`src/rtl/tstat_pkg.sv`:
```
package tstat_pkg;
    localparam int unsigned WORD_W    = 32;
    localparam int unsigned REG_COUNT = 3;
    localparam int unsigned WIN_BYTES = REG_COUNT * (WORD_W / 8);

    typedef enum logic [1:0] {
        SZ_BYTE = 2'b00,
        SZ_HALF = 2'b01,
        SZ_WORD = 2'b10
    } acc_size_e;

    // one-hot decode result of a register write address
    typedef struct packed {
        logic ctrl;
        logic result;
        logic nameptr;
        logic bad;
    } wr_hit_t;
endpackage

```
`src/rtl/tstat_decode.sv`:
```
module tstat_decode
    import tstat_pkg::*;
#(
    parameter logic [31:0] BASE_ADDR = 32'hFFFF_0000
) (
    input  logic [31:0] addr,
    output wr_hit_t     hit
);
    logic [31:0] offset;
    logic [31:0] index;
    logic        in_win;

    always_comb begin
        offset      = addr - BASE_ADDR;
        index       = offset >> 2;
        in_win      = offset < 32'(WIN_BYTES);
        hit.ctrl    = in_win && (index == 32'd0);
        hit.result  = in_win && (index == 32'd1);
        hit.nameptr = in_win && (index == 32'd2);
        hit.bad     = !in_win;
    end
endmodule

```
`src/rtl/tstat_name_fetch.sv`:
```
module tstat_name_fetch #(
    parameter int unsigned NAME_BYTES = 16,
    parameter int unsigned ADDR_W     = 32
) (
    input  logic                    clk,
    input  logic                    rst_n,
    input  logic                    start,
    input  logic [ADDR_W-1:0]       start_ptr,
    output logic                    req_valid,
    input  logic                    req_ready,
    output logic [ADDR_W-1:0]       req_addr,
    input  logic                    rsp_valid,
    input  logic [7:0]              rsp_data,
    output logic                    busy,
    output logic [ADDR_W-1:0]       ptr,
    output logic [NAME_BYTES*8-1:0] name_flat
);
    localparam int unsigned IDX_W = $clog2(NAME_BYTES);
    localparam int unsigned CNT_W = IDX_W + 1;
    localparam logic [CNT_W-1:0] LAST = CNT_W'(NAME_BYTES - 1);
    localparam logic [CNT_W-1:0] TOTAL = CNT_W'(NAME_BYTES);

    typedef struct packed {
        logic                        busy;
        logic [CNT_W-1:0]            req_cnt;
        logic [CNT_W-1:0]            rsp_cnt;
        logic [ADDR_W-1:0]           ptr;
        logic [NAME_BYTES-1:0][7:0]  buf_b;
    } fetch_st_t;

    fetch_st_t st_d, st_q;
    logic [IDX_W-1:0] wr_idx;

    always_comb begin
        st_d      = st_q;
        req_valid = st_q.busy && (st_q.req_cnt < TOTAL);
        req_addr  = st_q.ptr + ADDR_W'(st_q.req_cnt);
        wr_idx    = st_q.rsp_cnt[IDX_W-1:0];
        if (start && !st_q.busy) begin
            st_d.busy    = 1'b1;
            st_d.ptr     = start_ptr;
            st_d.req_cnt = '0;
            st_d.rsp_cnt = '0;
        end else if (st_q.busy) begin
            if (req_valid && req_ready) begin
                st_d.req_cnt = st_q.req_cnt + 1'b1;
            end
            if (rsp_valid) begin
                // the final byte is the string terminator
                st_d.buf_b[wr_idx] = (st_q.rsp_cnt == LAST) ? 8'h00 : rsp_data;
                st_d.rsp_cnt       = st_q.rsp_cnt + 1'b1;
                if (st_q.rsp_cnt == LAST) begin
                    st_d.busy = 1'b0;
                end
            end
        end
    end

    always_ff @(posedge clk) begin
        if (!rst_n) begin
            st_q <= '0;
        end else begin
            st_q <= st_d;
        end
    end

    assign busy      = st_q.busy;
    assign ptr       = st_q.ptr;
    assign name_flat = st_q.buf_b;

    assert_rsp_not_ahead_R4: assert property (@(posedge clk) disable iff (!rst_n)
        st_q.busy |-> (st_q.rsp_cnt <= st_q.req_cnt));
    assert_terminated_R5: assert property (@(posedge clk) disable iff (!rst_n)
        $fell(st_q.busy) |-> (name_flat[NAME_BYTES*8-1 -: 8] == 8'h00));
    assert_req_bounded_R4: assert property (@(posedge clk) disable iff (!rst_n)
        req_valid |-> (st_q.req_cnt != TOTAL));
endmodule

```
`src/rtl/tstat_ctrl.sv`:
```
module tstat_ctrl
    import tstat_pkg::*;
#(
    parameter logic [31:0] BASE_ADDR  = 32'hFFFF_0000,
    parameter int unsigned NAME_BYTES = 16
) (
    input  logic                    clk,
    input  logic                    rst_n,
    input  logic                    wr_valid,
    output logic                    wr_ready,
    input  logic [31:0]             wr_addr,
    input  logic [1:0]              wr_size,
    input  logic [31:0]             wr_data,
    output logic                    mem_req_valid,
    input  logic                    mem_req_ready,
    output logic [31:0]             mem_req_addr,
    input  logic                    mem_rsp_valid,
    input  logic [7:0]              mem_rsp_data,
    output logic                    shutdown_req,
    output logic                    result_valid,
    output logic                    result_fail,
    output logic                    access_err,
    output logic                    fetch_busy,
    output logic [31:0]             pf_value,
    output logic [31:0]             name_ptr,
    output logic [NAME_BYTES*8-1:0] name_buf
);
    typedef struct packed {
        logic        shutdown;
        logic        res_valid;
        logic        res_fail;
        logic        err;
        logic [31:0] pf;
    } ctrl_st_t;

    ctrl_st_t st_d, st_q;
    wr_hit_t  hit;
    logic     accept;
    logic     is_word;
    logic     fetch_start;

    tstat_decode #(.BASE_ADDR(BASE_ADDR)) u_decode (
        .addr (wr_addr),
        .hit  (hit)
    );

    tstat_name_fetch #(.NAME_BYTES(NAME_BYTES), .ADDR_W(32)) u_fetch (
        .clk       (clk),
        .rst_n     (rst_n),
        .start     (fetch_start),
        .start_ptr (wr_data),
        .req_valid (mem_req_valid),
        .req_ready (mem_req_ready),
        .req_addr  (mem_req_addr),
        .rsp_valid (mem_rsp_valid),
        .rsp_data  (mem_rsp_data),
        .busy      (fetch_busy),
        .ptr       (name_ptr),
        .name_flat (name_buf)
    );

    assign wr_ready = !fetch_busy;

    always_comb begin
        accept      = wr_valid && wr_ready;
        is_word     = (wr_size == SZ_WORD);
        fetch_start = accept && is_word && hit.nameptr;
        st_d           = st_q;
        st_d.shutdown  = 1'b0;
        st_d.res_valid = 1'b0;
        st_d.err       = 1'b0;
        if (accept) begin
            if (hit.bad) begin
                st_d.err = 1'b1;
            end else if (is_word) begin
                if (hit.ctrl) begin
                    st_d.shutdown = 1'b1;
                end
                if (hit.result) begin
                    st_d.pf        = wr_data;
                    st_d.res_valid = 1'b1;
                    st_d.res_fail  = |wr_data;
                end
            end
        end
    end

    always_ff @(posedge clk) begin
        if (!rst_n) begin
            st_q <= '0;
        end else begin
            st_q <= st_d;
        end
    end

    assign shutdown_req = st_q.shutdown;
    assign result_valid = st_q.res_valid;
    assign result_fail  = st_q.res_fail;
    assign access_err   = st_q.err;
    assign pf_value     = st_q.pf;

    assert_result_flag_R3: assert property (@(posedge clk) disable iff (!rst_n)
        result_valid |-> (result_fail == (pf_value != 32'd0)));
    assert_err_no_state_R9: assert property (@(posedge clk) disable iff (!rst_n)
        access_err |-> ($stable(pf_value) && $stable(name_ptr) && !shutdown_req && !result_valid));
    assert_hold_during_fetch_R6: assert property (@(posedge clk) disable iff (!rst_n)
        fetch_busy |=> ($stable(pf_value) && !shutdown_req && !result_valid && !access_err));
    assert_decode_onehot_R1: assert property (@(posedge clk) disable iff (!rst_n)
        $onehot0({shutdown_req, result_valid, access_err}));
endmodule

```
`config.mk`:
```
export PLATFORM = sky130hd
export DESIGN_NAME = tstat_ctrl
export DESIGN_NICKNAME = d
export VERILOG_FILES = /design/src/rtl/tstat_pkg.sv /design/src/rtl/tstat_decode.sv /design/src/rtl/tstat_name_fetch.sv /design/src/rtl/tstat_ctrl.sv
export SDC_FILE = /design/constraint.sdc
export NUM_CORES = 1
export LEC_CHECK = 0
export ABC_AREA = 0
export BUFFER_PORTS_ARGS = -buffer_cell sky130_fd_sc_hd__buf_2
export CORE_UTILIZATION = 30
export DETAILED_ROUTE_END_ITERATION = 10
export SKIP_LAST_GASP = 1
export SYNTH_ARGS = -nofsm -noshare
export SYNTH_HDL_FRONTEND = slang
export SYNTH_SLANG_ARGS = --single-unit
```
`constraint.sdc`:
```
create_clock -name clk -period 4.95 [get_ports clk]
set_clock_uncertainty 0.1 [all_clocks]
set_input_delay 0 -clock clk [delete_from_list [all_inputs] [get_ports clk]]
set_output_delay 0 -clock clk [all_outputs]
set_load 0.1 [all_outputs]
```
==> results.json <==
{
  "nets": 1330,
  "root_buffer": "clkbuf_16",
  "cts_tree": "yes",
  "yosys.area.top_type_share_pct": 42.1,
  "cts_setup_buffers": 0,
  "fin_crit_sh_pct": 69.2,
  "postRouteAntennaNets": 0,
  "setup.worst_path.end_class": "primary output",
  "start_util_pct": 30.8,
  "netSwitchingPower_mw": 0.815,
  "grt_first_pass_wirelength_um": 40000,
  "drtIter0Drc": 283,
  "maxSlewViolCount": 0,
  "hold_viol": 0,
  "setup.worst_path.class": "reg2out",
  "p_per_area_nw_per_um2": 302,
  "startpoint_type": "flop",
  "synth_area_per_cell_sq_um": 9.21,
  "num_rows": 65,
  "syn_to_final_growth_pct": 20.1,
  "wirelength_um": 26100,
  "final_layout_size_suffix_gt1_share_pct": 29.3,
  "dieArea_sq_um": 33500,
  "rsz0062_at_grt": "no",
  "gp_congestion": 0.843,
  "ios": 310,
  "relSlewSlack_pct": 29.7,
  "netSwitchingFraction_pct": 22.8,
  "num_vias": 7526,
  "first_pass_iters": 4,
  "final.fill_count": 3225,
  "track_usage_pct": 15.1,
  "fin_setup_tns_ns": 0,
  "placed_cell_area_sq_um": 10600,
  "vias_per_cell": 4.45,
  "clockBufferDepth": 3,
  "combPwrFrac_pct": 4.2,
  "final_common_cell": "buf_2",
  "fin_crit_ns": 3.42,
  "ys_ff_latch": 207,
  "clock_latency_ns": 0.52,
  "yosysUniqueCellTypes": 39,
  "crit_path_max_fanout": 8,
  "tightest_slew_ns": 1.05,
  "final_cell_mix": "306 x buf_2, 207 x dfxtp_1, 193 x mux2i_1, 150 x nor2_1, 123 x nand2_1",
  "die_w_um": 183,
  "synth_nets": 1159,
  "setup_slack_ns": 1.53,
  "clkSinkCount": 207,
  "fp.coreArea_sq_um": 31900,
  "cts_buffers": 24,
  "hp-class": "in2reg",
  "post-place-ws_ns": 2.11,
  "grt_pass1_vias": 7180,
  "hpwl_um": 18100,
  "p_clk_share_pct": 49.1,
  "clk_pin_slew_ns": 0.06,
  "finalSetupViolCount": 0,
  "antenna_cells": 0,
  "power_frac_seq_pct": 46.7,
  "outcome": "complete, no violations",
  "grt_max_degree": 95,
  "hold_ws_ns": 0.0233,
  "drcViolationCount": 0,
  "final_area_sq_um": 11800,
  "seq_area_frac_synth_pct": 42.1,
  "yosys_warnings": 0,
  "antenna_found_initial": 0,
  "syn-instance-count": 1068,
  "yosysTopAreaCell": "dfxtp_1",
  "leakage_nw": 5.85,
  "intPower_mw": 2.75,
  "worstPathRequired_ns": 4.85,
  "vdd_drop_max_mv": 0.192,
  "p_total_mw": 3.57,
  "synth_area_sq_um": 9830,
  "wire_per_inst_um": 15.5,
  "arrival_ns": 3.32,
  "yosys-top-cells-area": "dfxtp_1 42%, mux2i_1 20%, buf_4 13%, nor2_1 5.7%, nand2_1 4.7%",
  "clock.fmax_mhz": 292,
  "port_buffers": 307,
  "die_h_um": 183,
  "h-tree-depth": 1,
  "grt_overflow_total": 0,
  "cap_violations": 0
}
[final cells by class]
class | count | area (sq um) | share of cell area, %
clock buffers | 32 | 682 | 5.77
repair buffers | 360 | 2050 | 17.4
flip-flops and latches | 207 | 4140 | 35.1
well taps | 435 | 544 | 4.61
inverters | 13 | 51.3 | 0.434
clock inverters | 11 | 103 | 0.869
multi-input cells | 633 | 4230 | 35.8
[path summary, 6_finish.rpt]
check / endpoint / start / slack [ns] / cells past startpoint
min: u_fetch.name_flat[15] / mem_rsp_data[7] / 0.02 / 5
max: mem_req_addr[30] / u_fetch.ptr[9] / 1.53 / 7
max reg2reg: u_fetch.name_flat[80] / u_fetch.busy / 2.26 / 5
min reg2reg: pf_value[21] / pf_value[21] / 0.36 / 2
[flip-flops by register name, summed over array words and instances, names as in the netlist]
name and count:
access_err 1, pf_value 32, result_fail 1, result_valid 1, shutdown_req 1, u_fetch.busy 1
u_fetch.name_flat 128, u_fetch.ptr 32, u_fetch.st_q 10
[stage by stage]
step | utilization, % | std cells
4_1_cts | 37.0 | 1691
2_1_floorplan | - | 1068
3_3_place_gp | 33.1 | 1602
5_1_grt | 37.0 | 1691
6_report | 37.0 | 1691
3_5_place_dp | 33.1 | 1602
[power by group through the flow]
stage / Combinational [mW] / Clock [mW] / Sequential (mW)
2_1_floorplan: 0.0596 / 0 / 1.71
3_3_place_gp: 0.124 / 0 / 1.70
3_5_place_dp: 0.125 / 0 / 1.70
4_1_cts: 0.151 / 1.81 / 1.67
5_1_grt: 0.164 / 1.88 / 1.66
6_report: 0.149 / 1.75 / 1.67
[repair_timing]
action,4_1_cts,5_1_grt
endpoints found under the setup margin,0,0
hold buffers,46,0
endpoints found under the hold margin,78,0
resized for setup,0,0
[synth_stat cells]
master,instances
nor3_1,1
o21bai_1,1
nor3_4,1
nand4_1,15
nor4_1,14
a21oi_1,6
nor3b_1,3
and2_1,2
o21ai_0,6
inv_1,13
nor2_2,3
mux2i_1,193
a221oi_1,1
a21o_1,1
buf_2,3
a31oi_1,1
xor2_1,6
and3_1,18
clkbuf_1,47
nand3_2,1
or4_1,1
a21boi_0,1
o211a_1,2
xnor2_1,31
nor2b_1,10
and2_0,1
nor4_2,2
nand2_1,123
fa_1,1
ha_1,11
nand2b_1,3
or2_0,1
nor2_1,150
and4_1,6
buf_4,165
nand4_2,1
nand3_1,15
dfxtp_1,207
o21a_1,1
[cell families (layout without fill, tap and decap cells)]
kind of cell               Yosys count  after routing  synth area share [%]
adders and majority gates           12             12                  1.60
xor gates and xnor gates            37             37                  3.30
DFF                                207            207                  42.1
buffers and inverters              228            416                  15.0
muxes                              193            193                  19.6
and+or+nand+nor                    371            371                  17.0
AOI/OAI and AO/OA                   20             20                  1.27
[per-layer routing]
layer | part of all wire (%) | track usage (%) | vias to the layer above
met5 | 0 | 0 | -
met4 | 1.8 | 4.17 | 0
met3 | 8.1 | 3.97 | 31
met2 | 46 | 25.7 | 288
met1 | 44 | 18.6 | 3480
li1 | - | - | 3727
[critical path: stages, from the launching register on]
cell,delay (ns)
dfxtp_1,0.56
nand4_1,0.19
nor4_2,0.53
and4_1,0.42
and3_1,0.23
nand2_1,0.07
xnor2_1,0.29
buf_2,0.50
Note: power is estimated with default switching activity, not from simulation.
